==> config.mk <==
export PLATFORM = sky130hd
export DESIGN_NAME = intx_pulse_merge
export DESIGN_NICKNAME = d
export VERILOG_FILES = /design/src/rtl/intx_pkg.sv /design/src/rtl/intx_src_cell.sv /design/src/rtl/intx_pulse_gen.sv /design/src/rtl/intx_pulse_merge.sv
export SDC_FILE = /design/constraint.sdc
export NUM_CORES = 1
export LEC_CHECK = 0
export ABC_AREA = 1
export BUFFER_PORTS_ARGS = -buffer_cell sky130_fd_sc_hd__buf_2
export CORE_AREA = 5 5 61 63
export CTS_BUF_LIST = sky130_fd_sc_hd__clkbuf_16
export DETAILED_ROUTE_END_ITERATION = 10
export DIE_AREA = 0 0 66 68
export GPL_TIMING_DRIVEN = 0
export PLACE_DENSITY = 0.74
export SETUP_SLACK_MARGIN = 0.4
export SYNTH_ARGS = -nofsm -noshare
export SYNTH_HDL_FRONTEND = slang
export SYNTH_SLANG_ARGS = --single-unit
==> constraint.sdc <==
create_clock -name clk -period 0.9 [get_ports clk]
set_input_delay 0.135 -clock clk [delete_from_list [all_inputs] [get_ports clk]]
set_output_delay 0.135 -clock clk [all_outputs]
set_load 0.02 [all_outputs]
==> src/rtl/intx_pkg.sv <==
package intx_pkg;
  localparam int unsigned NUM_LINES = 4;
  localparam int unsigned ADDR_W    = 12;
  localparam int unsigned DATA_W    = 32;

  localparam int unsigned OFS_EOI   = 'h010;
  localparam int unsigned OFS_ENA   = 'h100;
  localparam int unsigned OFS_PEND  = 'h500;
  localparam int unsigned OFS_CLR   = 'h700;
endpackage

==> src/rtl/intx_src_cell.sv <==
module intx_src_cell (
  input  logic clk,
  input  logic rst_n,
  input  logic lvl_i,
  input  logic en_i,
  input  logic eoi_hit_i,
  input  logic clr_i,
  output logic pend_o,
  output logic fire_o
);
  logic prev_q, prev_d;
  logic pend_q, pend_d;
  logic rise;

  always_comb begin
    rise   = lvl_i & ~prev_q;
    fire_o = en_i & (rise | (eoi_hit_i & lvl_i));
    prev_d = lvl_i;
    pend_d = fire_o | (pend_q & ~clr_i);
  end

  always_ff @(posedge clk or negedge rst_n) begin
    if (!rst_n) begin
      prev_q <= 1'b0;
      pend_q <= 1'b0;
    end else begin
      prev_q <= prev_d;
      pend_q <= pend_d;
    end
  end

  assign pend_o = pend_q;


  pend_needs_enable_chk: assert property (@(posedge clk) disable iff (!rst_n)
    $rose(pend_q) |-> $past(en_i));


  eoi_resets_pend_chk: assert property (@(posedge clk) disable iff (!rst_n)
    (eoi_hit_i && en_i && lvl_i) |=> pend_q);


  clear_low_line_chk: assert property (@(posedge clk) disable iff (!rst_n)
    (clr_i && !lvl_i) |=> !pend_q);


  steady_level_hold_chk: assert property (@(posedge clk) disable iff (!rst_n)
    (prev_q && lvl_i && !eoi_hit_i && !clr_i) |=> $stable(pend_q));
endmodule

==> src/rtl/intx_pulse_gen.sv <==
module intx_pulse_gen #(
  parameter int unsigned NSRC = 4
) (
  input  logic            clk,
  input  logic            rst_n,
  input  logic [NSRC-1:0] fire_i,
  output logic            pulse_o
);
  logic pulse_q, pulse_d;

  always_comb pulse_d = |fire_i;

  always_ff @(posedge clk or negedge rst_n) begin
    if (!rst_n) pulse_q <= 1'b0;
    else        pulse_q <= pulse_d;
  end

  assign pulse_o = pulse_q;
endmodule

==> src/rtl/intx_pulse_merge.sv <==
module intx_pulse_merge
  import intx_pkg::*;
#(
  parameter int unsigned NSRC = NUM_LINES,
  parameter int unsigned AW   = ADDR_W,
  parameter int unsigned DW   = DATA_W
) (
  input  logic            clk,
  input  logic            rst_n,
  input  logic [NSRC-1:0] irq_lvl_i,
  input  logic            bus_wr_i,
  input  logic [AW-1:0]   bus_addr_i,
  input  logic [DW-1:0]   bus_wdata_i,
  output logic [DW-1:0]   bus_rdata_o,
  output logic            irq_pulse_o
);
  localparam logic [AW-1:0] A_EOI  = AW'(OFS_EOI);
  localparam logic [AW-1:0] A_ENA  = AW'(OFS_ENA);
  localparam logic [AW-1:0] A_PEND = AW'(OFS_PEND);
  localparam logic [AW-1:0] A_CLR  = AW'(OFS_CLR);

  logic            wr_eoi, wr_ena, wr_clr;
  logic [NSRC-1:0] en_q, en_d;
  logic [NSRC-1:0] eoi_hit, clr_mask, pend, fire;

  always_comb begin
    wr_eoi   = bus_wr_i && (bus_addr_i == A_EOI);
    wr_ena   = bus_wr_i && (bus_addr_i == A_ENA);
    wr_clr   = bus_wr_i && (bus_addr_i == A_CLR);
    en_d     = wr_ena ? bus_wdata_i[NSRC-1:0] : en_q;
    clr_mask = wr_clr ? bus_wdata_i[NSRC-1:0] : '0;
  end

  always_ff @(posedge clk or negedge rst_n) begin
    if (!rst_n) en_q <= '0;
    else        en_q <= en_d;
  end

  for (genvar g = 0; g < NSRC; g++) begin : g_line
    // the end-of-interrupt value for line g is NSRC-1-g
    assign eoi_hit[g] = wr_eoi && (bus_wdata_i == DW'(NSRC - 1 - g));

    intx_src_cell u_cell (
      .clk       (clk),
      .rst_n     (rst_n),
      .lvl_i     (irq_lvl_i[g]),
      .en_i      (en_q[g]),
      .eoi_hit_i (eoi_hit[g]),
      .clr_i     (clr_mask[g]),
      .pend_o    (pend[g]),
      .fire_o    (fire[g])
    );
  end

  intx_pulse_gen #(.NSRC(NSRC)) u_pulse (
    .clk     (clk),
    .rst_n   (rst_n),
    .fire_i  (fire),
    .pulse_o (irq_pulse_o)
  );

  always_comb begin
    bus_rdata_o = '0;
    if (bus_addr_i == A_ENA)       bus_rdata_o[NSRC-1:0] = en_q;
    else if (bus_addr_i == A_PEND) bus_rdata_o[NSRC-1:0] = pend;
  end


  pulse_has_pending_chk: assert property (@(posedge clk) disable iff (!rst_n)
    irq_pulse_o |-> (pend != '0));


  upper_read_zero_chk: assert property (@(posedge clk) disable iff (!rst_n)
    bus_rdata_o[DW-1:NSRC] == '0);


  pend_within_enabled_chk: assert property (@(posedge clk) disable iff (!rst_n)
    ((pend & ~en_q) == '0) |=> ((pend & ~$past(en_q)) == '0) || $past(wr_ena));
endmodule

---- Yosys cells after proc, flatten, opt, wreduce, memory -nomap -nowiden ----
Cells that the tools add are included.
word-level totals
  bits in registers ....................... 13
  bits in latches ......................... 0
  memory bits (writable) .................. 0
  bits in read-only memories .............. 0
  input port bits ......................... 51
  output and inout port bits .............. 33
  word-level logic and storage cells ...... 61
  memories kept ........................... 0
operators by class
  $add $sub $neg .......................... 0
  multiply operators ...................... 0
  div/mod/pow operators ................... 0
  $lt $le $gt $ge ......................... 0
  equal/unequal tests ..................... 7
  shift operators ......................... 0
  mux-type cells .......................... 3
  bitwise operators ....................... 32
  reduce and logical (&&, ||, !) cells .... 9
operators with widths
  operator              number
  $eq 32x2->1 const B   2
  $eq 32x1->1 const B   1
  $logic_not 32->1      1
  $eq 12x11->1 const B  2
  $and 1x1->1           16
  $eq 12x5->1 const B   1
  $eq 12x9->1 const B   1
  $mux 4                3
  $not 1->1             8
  $or 1x1->1            8
  $logic_and 1x1->1     7
  $reduce_or 4->1       1

---- Depth between registers and ports, before layout ----
Gate-level depths: netlist of run 1.
  depth after elaboration ................. 7
  mapped depth ............................ 12
  gate-level depth less buffers ........... 12

---- By module ----
Synthesis of run 1 repeated with hierarchy kept, for this count alone.
unflattened totals
  cell total of the unflattened synthesis .. 205
  area, all modules ....................... 1231.2 µm²
by module, submodules not included
  module            instances  cells each  area each (µm²)  seq. area each (µm²)
  intx_pulse_merge  1          157         859.6            100.1
  intx_src_cell     4          11          83.8             50.0
  intx_pulse_gen    1          4           36.3             25.0

---- Worst setup path after synthesis of run 1 ----
Ideal clock, no wire load.
  path kind ............................... input -> output
  start point ............................. in bus_addr_i[1]
  end point ............................... out bus_rdata_o[0]
  data arrival time ....................... 1.022 ns
  data required time ...................... 0.765 ns
  slack ................................... -0.257 ns
  cell stages on the path ................. 5
  buffers on the path ..................... 0
  path through ............................ nor2_1 nand2_1 nor2_2 nand3_2 o22ai_1
on the way
  cells in the longest elaborated chain, start to end .. 3
  elaborated cells between the ends (all ways) .. 4
  those cells by class .................... eq/ne (2); mux (2)
ends and longest elaborated chain
  element          line                    RTL
  start, declared  intx_pulse_merge.sv:12  input logic [AW-1:0] bus_addr_i,
  $eq 12x11->1     intx_pulse_merge.sv:65  else if (bus_addr_i == A_PEND) bus_rdata_o[NSRC-1:0] = pend;
  $mux 4           intx_pulse_merge.sv:65
  $mux 4 *         intx_pulse_merge.sv:64  if (bus_addr_i == A_ENA) bus_rdata_o[NSRC-1:0] = en_q;
  end, declared    intx_pulse_merge.sv:14  output logic [DW-1:0] bus_rdata_o,
Mark *: on every way between the ends. The rest lies on a longest branch, timed or not.

---- Worst setup path in the final report of run 1 ----
  start point ............................. in bus_addr_i[4]
  end point ............................... out bus_rdata_o[1]
The elaborated chain is that of the path after synthesis.

==> reports/results.tsv, run 1 <==
stage	metric	value	unit
clock_network	Reg clk slew, reported paths	0.04	ns
critical_path	CP startpoint kind	primary input	
cells_and_area	Final Util	60.02	%
sta	Worst Skew	0.003319	ns
detailed_routing	TritonRoute pass-1 iters	3	
cells_and_area	final instance area	1908	um2
floorplan	Rows	21	
detailed_routing	WL/cell	9.813	um
detailed_routing	drt total wl	2983	um
cells_and_area	Final Non-Filler Cells	304	
yosys	compound-cell area share of the yosys netlist	6.147	%
place	dpl hpwl	2338	um
power_and_ir_drop	maximum VDD drop	1.145	mV
clock_network	TritonCTS Sinks	13	
sta	worst setup margin	-0.3611	ns
floorplan	Initial Util	33.29	%
yosys	Netlist Area Pre-Place	1059	um2
cells_and_area	area growth from synthesis to layout	80.26	%
global_routing	initial antenna violation count	0	
sta	max-slew violations	0	
yosys	top-count cell post-synth	nand2_1	
flow_run	Max-Cap Viols	0	
critical_path	crit path kind	primary input to output pin	
floorplan	core area	3179	um2
sta	fin crit share	140.1	%
cells_and_area	Antenna diodes	0	
sta	Setup TNS	-2.713	ns
detailed_routing	post-route ant nets	0	
yosys	main combinational cell family by area after synthesis	simple AND/OR/NAND/NOR gates	
critical_path	Critical Path Max Stage Delay	0.22	ns
place	Inst Count DP	296	
floorplan	die area	4488	um2
cells_and_area	FILL cells	322	
yosys	syn avg cell area	6.301	um2
floorplan	Die W	66	um
yosys	Synth Area in Simple Gates	35.82	%
yosys	distinct cell type count after synthesis	14	
sta	minimum clock period	1.261	ns
global_routing	GRT Total Usage	12.05	%
sta	Max Freq	793.0	MHz
sta	final hold vios	13	
critical_path	Worst Path Arrival	1.13	ns
power_and_ir_drop	Cell Int Power	1.418	mW
critical_path	required time worst endpoint	0.76	ns
power_and_ir_drop	Net Sw Frac	26.55	%
place	Final Wtd Congestion	0.7813	
yosys	leading area contributor after synthesis	dfrtp_1	
yosys	Synth top area share	30.73	%
place	IO buf count	55	
critical_path	Crit-path slowest cell	nor2_4	
yosys	Post-Synthesis Cells	168	
power_and_ir_drop	leakage	1.012	nW
critical_path	CP dominant cell by count	nor2_4	
detailed_routing	vias	1205	
place	post-place instance area	1623	um2
clock_network	Max Root-Sink Buffers	2	
clock_network	clock root buffer master	clkbuf_16	
floorplan	io pins	84	
power_and_ir_drop	power per cell area	1012	nW/um2
cells_and_area	ratio of cells with drive above 1 in the final layout	48.84	%
critical_path	CP Capture Type	output pin	
yosys	Synth Warn #	0	
yosys	Post-Synth Adder-Cell Area	0	%
global_routing	total grt overflow	0	
power_and_ir_drop	Psw	0.5126	mW
yosys	Commonest cells post-synth	48 x nand2_1, 37 x nor2_1, 28 x buf_4	
sta	RSZ-0062 raised after global routing	yes	
global_routing	largest net degree at the start of global routing	14	
clock_network	clk_lat worst skew	0.24	ns
cells_and_area	fin nets	310	
yosys	ys async rst share	100.0	%
sta	# setup viols final	13	
yosys	Synth Area in XOR/XNOR	0	%
floorplan	Die H	68	um
yosys	post-synthesis sequential area ratio	30.73	%
power_and_ir_drop	Gate power share	26.3	%
power_and_ir_drop	Sequential Power Share	31.4	%
status	status	complete, but fails checks	
clock_network	CTS tree	yes	
yosys	Post-synth EDFFs	0	
yosys	ranking of synthesized cells by area	dfrtp_1 31%, buf_4 20%, nand2_1 17%	
status	failing checks	hold timing, setup timing	
global_routing	first-pass GRT wire length	4202	um
critical_path	critical path cell sequence	buf_8 -> nor2_4 -> nand2_2 -> nor2_4 -> nand3_4 -> o22ai_4 -> buf_6	
clock_network	TritonCTS Buffers	3	
sta	Hold WS	-0.2243	ns
power_and_ir_drop	clock share of power	42.3	%
global_routing	vias in the first global route	1038	
detailed_routing	DRT iter0 DRCs	16	
yosys	Synth Flop Type	dfrtp_1	
yosys	multiplexer share of the synthesized area	0	%
clock_network	CTS HTree Levels	1	
yosys	synthesis-stage register bit count	13	
detailed_routing	vias per cell	3.964	
worst_hold_path	Hold Path Class	primary input to asynchronous set/reset pin	
critical_path	crit path max fanout	5	
detailed_routing	number of remaining DRC errors	0	
==> layout make-up <==
class                   instances  area (um2)  share of cell area, %
well taps                      46       57.56                  3.016
plain buffers                  28       210.2                  11.02
multi-input cells             135       783.3                  41.05
clock inverters                 1       3.754                 0.1967
flip-flops and latches         13       325.3                  17.05
clock buffers                   3       75.07                  3.934
inverters                      20       75.07                  3.934
repair buffers                 58       377.9                  19.80
==> logic make-up after synthesis <==
logic type,count (synthesis)
AO/OA/AOI/OAI,12
other,1
AND/OR/NAND/NOR,94
flip-flops,13
buffers and inverters,48
==> per-stage QoR <==
| stage | total power, mW | worst slack (ns) |
|---|---|---|
| floorplan | 0.9062 | -0.1573 |
| global placement | 1.057 | -0.4438 |
| detailed placement | 1.063 | -0.4614 |
| CTS | 1.919 | -0.4021 |
| global route | 2.024 | -0.4252 |
| finish | 1.930 | -0.3611 |
==> power by group through the flow <==
stage | sequential (mW) | clock, mW | combinational, mW
after global routing | 0.607 | 0.865 | 0.552
after CTS | 0.606 | 0.835 | 0.478
final | 0.606 | 0.816 | 0.508
after global placement | 0.613 | 0 | 0.444
after floorplan | 0.618 | 0 | 0.288
after detailed placement | 0.614 | 0 | 0.449
==> registers in the layout, indices dropped and copies added, names as in the netlist <==
| name | count |
|---|---|
| g_line.u_cell.prev_q | 4 |
| en_q | 4 |
| u_pulse.pulse_o | 1 |
| g_line.u_cell.pend_o | 4 |
==> worst max-delay path, delay by kind of cell <==
kind,cells,cell delay [ns]
and+or+nand+nor,4,0.55
buffers and inverters,2,0.24
AOI/OAI and AO/OA,1,0.19
==> timing repair <==
item / CTS / global route
setup buffers: 3 / 0
hold endpoints to repair: 13 / 13
pin swaps: 17 / 10
endpoints found under the setup margin: 14 / 14
cloned: 1 / 0
resized for setup: 28 / 22
==> cell usage in the layout (no fill, tap or decap) <==
cell and instances:
o21ai_1 5, nor2_2 3, clkbuf_16 3, buf_4 29
conb_1 28, nor2_1 23, buf_6 12, nor3_1 1
buf_8 1, nand3_2 1, dfrtp_1 13, nand4_1 2
buf_2 44, nand2_4 1, nand2_2 9, o22ai_4 4
o21ai_2 3, nand2_1 38, nand3_4 3, nand3_1 1
nor2_4 13, inv_1 21
==> routing by layer <==
| metal | track usage [%] | routed length [um] | vias to the layer above | part of all wire, % |
|---|---|---|---|---|
| li1 | - | - | 640 | - |
| met1 | 14.03 | 1146 | 507 | 38 |
| met2 | 21.65 | 1468 | 54 | 49 |
| met3 | 2.627 | 325 | 4 | 11 |
| met4 | 4.569 | 43 | 0 | 1.4 |
| met5 | 0 | 0 | - | 0 |
==> worst paths after layout <==
| kind | start | to | slack (ns) | depth (start not counted) |
|---|---|---|---|---|
| worst max-delay path | bus_addr_i[4] | bus_rdata_o[1] | -0.36 | 7 |
| max in group asynchronous | rst_n | g_line[0].u_cell.prev_q$_DFF_PN0_ | 0.90 | 1 |
| min in group clk | irq_lvl_i[2] | g_line[2].u_cell.prev_q$_DFF_PN0_ | 0.02 | 1 |
| worst max register to register | en_q[2]$_DFFE_PN0P_ | u_pulse.pulse_o$_DFF_PN0_ | 0.10 | 6 |
| worst min-delay path | rst_n | en_q[2]$_DFFE_PN0P_ | -0.22 | 1 |
| worst min register to register | g_line[2].u_cell.pend_o$_DFF_PN0_ | g_line[2].u_cell.pend_o$_DFF_PN0_ | 0.51 | 2 |
Power figures use the tool's default switching activity.
==> run 2, diff against run 1 <==
--- a/constraint.sdc
+++ b/constraint.sdc
@@ -3,2 +3,2 @@
 set_output_delay 0.135 -clock clk [all_outputs]
-set_load 0.02 [all_outputs]
+set_load 0.05 [all_outputs]
==> run 2 against run 1 <==
The flow still finishes with violations (hold timing, setup timing). Combinational power is 30% higher. First-iteration DRC count decreased by 6.3%. Total power grew 8.7%. Critical path depth stayed put. Count of clock-buffer cells in the layout did not move. Via count rose by 1.5%. Sequential power is essentially flat. Clock power up 2%. Final cell count unchanged. Critical path type unchanged. Largest cell class unchanged.
==> reports/results.tsv, run 2 (synthesis results as in run 1) <==
stage	metric	value	unit	change
critical_path	CP startpoint kind	primary input		
clock_network	Reg clk slew, reported paths	0.05	ns	about the same
flow_run	Max-Cap Viols	0		unchanged
detailed_routing	vias	1223		+1.5%
clock_network	CTS HTree Levels	1		unchanged
sta	worst setup margin	-0.4214	ns	-0.06026 ns
critical_path	required time worst endpoint	0.76	ns	about the same
detailed_routing	post-route ant nets	0		unchanged
power_and_ir_drop	power per cell area	1122	nW/um2	+11%
clock_network	TritonCTS Buffers	3		unchanged
global_routing	GRT Total Usage	12.58	%	+0.53 points
place	dpl hpwl	2303	um	-1.5%
global_routing	first-pass GRT wire length	4353	um	+3.6%
cells_and_area	fin nets	310		unchanged
clock_network	clock root buffer master	clkbuf_16		
detailed_routing	number of remaining DRC errors	0		unchanged
cells_and_area	most common cell after layout, fill and taps aside	nand2_1		
critical_path	Worst Path Arrival	1.19	ns	+0.06 ns
sta	Hold WS	-0.2260	ns	-0.001621 ns
sta	fin crit share	146.8	%	+6.7 points
floorplan	die area	4488	um2	unchanged
floorplan	core area	3179	um2	unchanged
power_and_ir_drop	maximum VDD drop	0.8976	mV	-22%
floorplan	io pins	84		unchanged
clock_network	CTS tree	yes		
sta	Setup TNS	-3.414	ns	-0.7012 ns
detailed_routing	TritonRoute pass-1 iters	4		+1
sta	final hold vios	13		unchanged
place	IO buf count	55		unchanged
power_and_ir_drop	leakage	0.9924	nW	-1.9%
sta	Worst Skew	0.002405	ns	-0.0009147 ns
cells_and_area	area growth from synthesis to layout	76.60	%	
floorplan	Die H	68	um	unchanged
cells_and_area	FILL cells	305		-5.3%
global_routing	initial antenna violation count	0		unchanged
clock_network	clk_lat worst skew	0.24	ns	about the same
sta	Max Freq	756.8	MHz	-4.6%
critical_path	crit path max fanout	5		unchanged
critical_path	crit path kind	primary input to output pin		
clock_network	TritonCTS Sinks	13		unchanged
critical_path	CP Capture Type	output pin		
detailed_routing	DRT iter0 DRCs	15		-1
detailed_routing	vias per cell	4.023		+1.5%
floorplan	Initial Util	33.29	%	unchanged
detailed_routing	drt total wl	2932	um	-1.7%
cells_and_area	Final Util	58.80	%	-1.2 points
floorplan	Die W	66	um	unchanged
cells_and_area	Antenna diodes	0		unchanged
sta	# setup viols final	14		+1
floorplan	Rows	21		unchanged
global_routing	largest net degree at the start of global routing	14		unchanged
clock_network	Max Root-Sink Buffers	2		unchanged
status	status	complete, but fails checks		
place	Final Wtd Congestion	0.7816		about the same
sta	max-slew violations	0		unchanged
detailed_routing	WL/cell	9.645	um	-1.7%
cells_and_area	ratio of cells with drive above 1 in the final layout	45.74	%	-3.1 points
sta	minimum clock period	1.321	ns	+0.06026 ns
sta	RSZ-0062 raised after global routing	yes		
global_routing	vias in the first global route	1116		+7.5%
cells_and_area	leading cell types in the layout, fill and taps excluded	43 x nand2_1, 42 x buf_2, 29 x buf_4		
status	failing checks	hold timing, setup timing		
global_routing	total grt overflow	0		unchanged
worst_hold_path	Hold Path Class	primary input to asynchronous set/reset pin		
run 2: changes by cell type in the layout (fill, tap and decap cells not counted), moves of 2 or more:
cell	before	now
o21ai_2	3	1
o21ai_0	0	4
nand2_1	38	43
o21ai_1	5	3
nor2_2	3	6
nor2_4	13	9
nand2_2	9	5
buf_2	44	42
buf_6	12	14
run 2: what timing repair did:
action / in CTS / in global routing
setup buffers: 3 / 0
gates cloned: 1 / 0
pin swaps: 7 / 20
endpoints found under the setup margin: 14 / 14
gates resized for setup: 18 / 19
endpoints found under the hold margin: 13 / 13
run 2: worst paths after layout:
kind / from / endpoint / slack [ns] / depth (start not counted)
setup / recovery: bus_addr_i[6] / bus_rdata_o[1] / -0.42 / 7
hold reg to reg: g_line[1].u_cell.prev_q$_DFF_PN0_ / g_line[1].u_cell.pend_o$_DFF_PN0_ / 0.52 / 3
hold / removal: rst_n / g_line[3].u_cell.pend_o$_DFF_PN0_ / -0.23 / 1
setup reg to reg: en_q[2]$_DFFE_PN0P_ / u_pulse.pulse_o$_DFF_PN0_ / 0.09 / 6
max in group asynchronous: rst_n / u_pulse.pulse_o$_DFF_PN0_ / 0.88 / 1
min in group clk: irq_lvl_i[2] / g_line[2].u_cell.prev_q$_DFF_PN0_ / 0.01 / 1
run 2: cell type report:
cell class	instances	area, um2	share of cell area (%)
Clock buffer	3	75.07	4.016
Timing Repair Buffer	58	390.4	20.88
Buffer	28	210.2	11.25
Inverter	20	75.07	4.016
Tap cell	46	57.56	3.079
Clock inverter	1	3.754	0.2008
Multi-Input combinational cell	135	730.7	39.09
Sequential cell	13	326.6	17.47
run 2: per-layer routing:
layer  GRT usage, %  routed length [um]  part of all wire [%]
met5              0                   0                     0
met2          22.65                1389                    47
met3          3.284                 348                    12
met1          13.76                1145                    39
met4          6.091                  48                   1.6
run 2: power by group:
group	internal, mW	switching, mW	total, mW
Combinational	0.237	0.424	0.661
Clock	0.586	0.245	0.830
Sequential	0.601	0.00510	0.607
run 2: metrics by stage:
| step | area [um2] | total power [mW] | worst slack [ns] | std cells |
|---|---|---|---|---|
| finish | 1869 | 2.098 | -0.4214 | 304 |
| global route | 1869 | 2.196 | -0.4798 | 304 |
| CTS | 1797 | 2.085 | -0.4218 | 304 |
| detailed placement | 1614 | 1.222 | -0.5091 | 296 |
| global placement | 1614 | 1.217 | -0.5034 | 296 |
| floorplan | 1281 | 1.067 | -0.2396 | 195 |
run 2: worst max-delay path, cell delays in order:
cell	delay, ns
buf_6	0.09
nor2_4	0.10
nand2_2	0.06
nor2_4	0.23
nand3_4	0.16
o22ai_4	0.22
buf_6	0.18
==> run 3, diff against run 2 <==
Settings changed: CELL_PAD_IN_SITES_DETAIL_PLACEMENT from default to 2, CELL_PAD_IN_SITES_GLOBAL_PLACEMENT from default to 2, CORE_AREA 5 5 61 63 to 5 5 88 90, DIE_AREA 0 0 66 68 to 0 0 93 95.
==> run 3 against run 2 <==
The flow still finishes with violations (hold timing, setup timing). Routed wire length rose by 28%. Final cell count rose by 12%. Fmax rose by 0.20%. Core utilization fell by 31 points.
==> reports/results.tsv, run 3 (synthesis results as in run 1) <==
stage	metric	value	unit	change
global_routing	first-pass GRT wire length	6272	um	+44%
global_routing	GRT Total Usage	8.667	%	-3.9 points
power_and_ir_drop	maximum VDD drop	0.5447	mV	-39%
detailed_routing	DRT iter0 DRCs	9		-6
global_routing	vias in the first global route	1441		+29%
sta	Max Freq	758.3	MHz	+0.20%
clock_network	Max Root-Sink Buffers	2		unchanged
global_routing	largest net degree at the start of global routing	14		unchanged
clock_network	clock root buffer master	clkbuf_16		
sta	fin crit share	146.5	%	-0.30 points
global_routing	total grt overflow	0		unchanged
status	status	complete, but fails checks		
critical_path	capturing point of the worst reg2reg path	u_pulse.pulse_o$_DFF_PN0_		
cells_and_area	most common cell after layout, fill and taps aside	buf_2		
cells_and_area	ratio of cells with drive above 1 in the final layout	50.78	%	+5.0 points
sta	RSZ-0062 raised after global routing	yes		
detailed_routing	met2 WL	2009	um	+45%
clock_network	CTS tree	yes		
power_and_ir_drop	power per cell area	1079	nW/um2	-3.8%
critical_path	crit path kind	primary input to output pin		
power_and_ir_drop	leakage	0.9950	nW	+0.26%
floorplan	io pins	84		unchanged
clock_network	Reg clk slew, reported paths	0.05	ns	about the same
floorplan	Initial Util	15.16	%	-18 points
critical_path	required time worst endpoint	0.76	ns	about the same
power_and_ir_drop	Sequential Power Share	28.8	%	about the same
clock_network	CTS HTree Levels	1		unchanged
cells_and_area	Final Util	27.94	%	-31 points
detailed_routing	WL/cell	11.05	um	+15%
clock_network	TritonCTS Sinks	13		unchanged
cells_and_area	final instance area	1951	um2	+4.4%
sta	Hold WS	-0.2272	ns	-0.001286 ns
clock_network	TritonCTS Buffers	3		unchanged
global_routing	initial antenna violation count	0		unchanged
power_and_ir_drop	Psw	0.6857	mW	+1.8%
cells_and_area	leading cell types in the layout, fill and taps excluded	44 x buf_2, 36 x nand2_1, 30 x buf_4		
cells_and_area	Antenna diodes	0		unchanged
detailed_routing	Met1 Routed Length	1470	um	+28%
sta	# setup viols final	14		unchanged
floorplan	die area	8835	um2	+97%
place	Final Wtd Congestion	0.7153		-8.5%
critical_path	worst-case reg-to-reg path depth	6		unchanged
power_and_ir_drop	Gate power share	32.1	%	+0.6 points
power_and_ir_drop	Cell Int Power	1.419	mW	-0.32%
critical_path	critical path cell sequence	buf_2 -> nor2_4 -> nand2_2 -> nor2_4 -> nand3_4 -> o22ai_4 -> buf_6		
detailed_routing	drt total wl	3756	um	+28%
place	post-place instance area	1659	um2	+2.8%
critical_path	R2R Setup Slk	0.10	ns	about the same
detailed_routing	vias per cell	3.750		-6.8%
detailed_routing	number of remaining DRC errors	0		unchanged
sta	worst setup margin	-0.4187	ns	+0.002676 ns
sta	minimum clock period	1.319	ns	-0.002676 ns
floorplan	Die W	93	um	+41%
critical_path	worst flop-to-flop path startpoint	en_q[3]$_DFFE_PN0P_		
critical_path	Crit-path slowest cell	nor2_4		
place	Inst Count DP	332		+12%
cells_and_area	fin nets	310		unchanged
power_and_ir_drop	Net Sw Frac	32.57	%	+0.46 points
cells_and_area	area growth from synthesis to layout	84.28	%	
sta	Worst Skew	0.002273	ns	-0.0001319 ns
critical_path	CP startpoint kind	primary input		
floorplan	Rows	31		+48%
place	pre-CTS setup slack	-0.5343	ns	-0.02519 ns
sta	final hold vios	13		unchanged
status	failing checks	hold timing, setup timing		
detailed_routing	TritonRoute pass-1 iters	2		-2
detailed_routing	post-route ant nets	0		unchanged
critical_path	CP Capture Type	output pin		
detailed_routing	routed wl met3	267	um	-23%
critical_path	CP startpoint	bus_addr_i[5]		
critical_path	CP delay by family, top	simple AND/OR/NAND/NOR gates		
sta	Setup TNS	-2.992	ns	+0.4221 ns
detailed_routing	vias	1275		+4.3%
flow_run	Max-Cap Viols	0		unchanged
power_and_ir_drop	total power	2.105	mW	+0.36%
sta	max-slew violations	0		unchanged
worst_hold_path	Hold Path Class	primary input to asynchronous set/reset pin		
cells_and_area	Final Non-Filler Cells	340		+12%
floorplan	Die H	95	um	+40%
critical_path	CP dominant cell by count	nor2_4		
floorplan	core area	6982	um2	+120%
clock_network	clk_lat worst skew	0.24	ns	about the same
critical_path	Critical Path Max Stage Delay	0.22	ns	about the same
critical_path	CP bufs+invs	2		unchanged
power_and_ir_drop	clock share of power	39.1	%	-0.5 points
detailed_routing	top routing layer in use	met4		
critical_path	Worst Path Arrival	1.18	ns	about the same
place	dpl hpwl	3244	um	+41%
critical_path	crit path max fanout	5		unchanged
place	IO buf count	55		unchanged
run 3: cell counts in the layout (fill, tap and decap cells not counted):
No cell type changed its count.
run 3: final cells by class:
cell class,count,area [um2]
Buffer,28,210.2
Clock buffer,3,75.07
Clock inverter,1,3.754
Fill cell,839,5031
Inverter,20,75.07
Multi-Input combinational cell,135,787.0
Sequential cell,13,326.6
Tap cell,82,102.6
Timing Repair Buffer,58,370.4
run 3: timing repair:
action                                 in CTS  in global routing
endpoints found under the hold margin      13                 13
cloned                                      1                  0
pin swaps                                  15                 12
gates resized for setup                    28                 24
setup endpoints to repair                  14                 14
buffers inserted                            2                  1
run 3: worst max-delay path by stage:
stage                     cells past startpoint              to  slack [ns]
after floorplan                               5  bus_rdata_o[0]       -0.24
after global placement                        7  bus_rdata_o[2]       -0.52
after detailed placement                      7  bus_rdata_o[1]       -0.53
after CTS                                     7  bus_rdata_o[1]       -0.44
after global routing                          7  bus_rdata_o[2]       -0.50
final                                         7  bus_rdata_o[1]       -0.42
run 3: metal layers:
metal,up-vias,GRT usage [%]
li1,637,-
met1,589,10.20
met2,47,16.32
met3,2,1.833
met4,0,1.465
met5,-,0
run 3: power groups by stage:
stage	sequential (mW)	combinational (mW)	clock, mW
3_3_place_gp	0.614	0.611	0
2_1_floorplan	0.628	0.439	0
6_report	0.606	0.676	0.823
5_1_grt	0.607	0.734	0.887
3_5_place_dp	0.614	0.620	0
4_1_cts	0.606	0.659	0.844
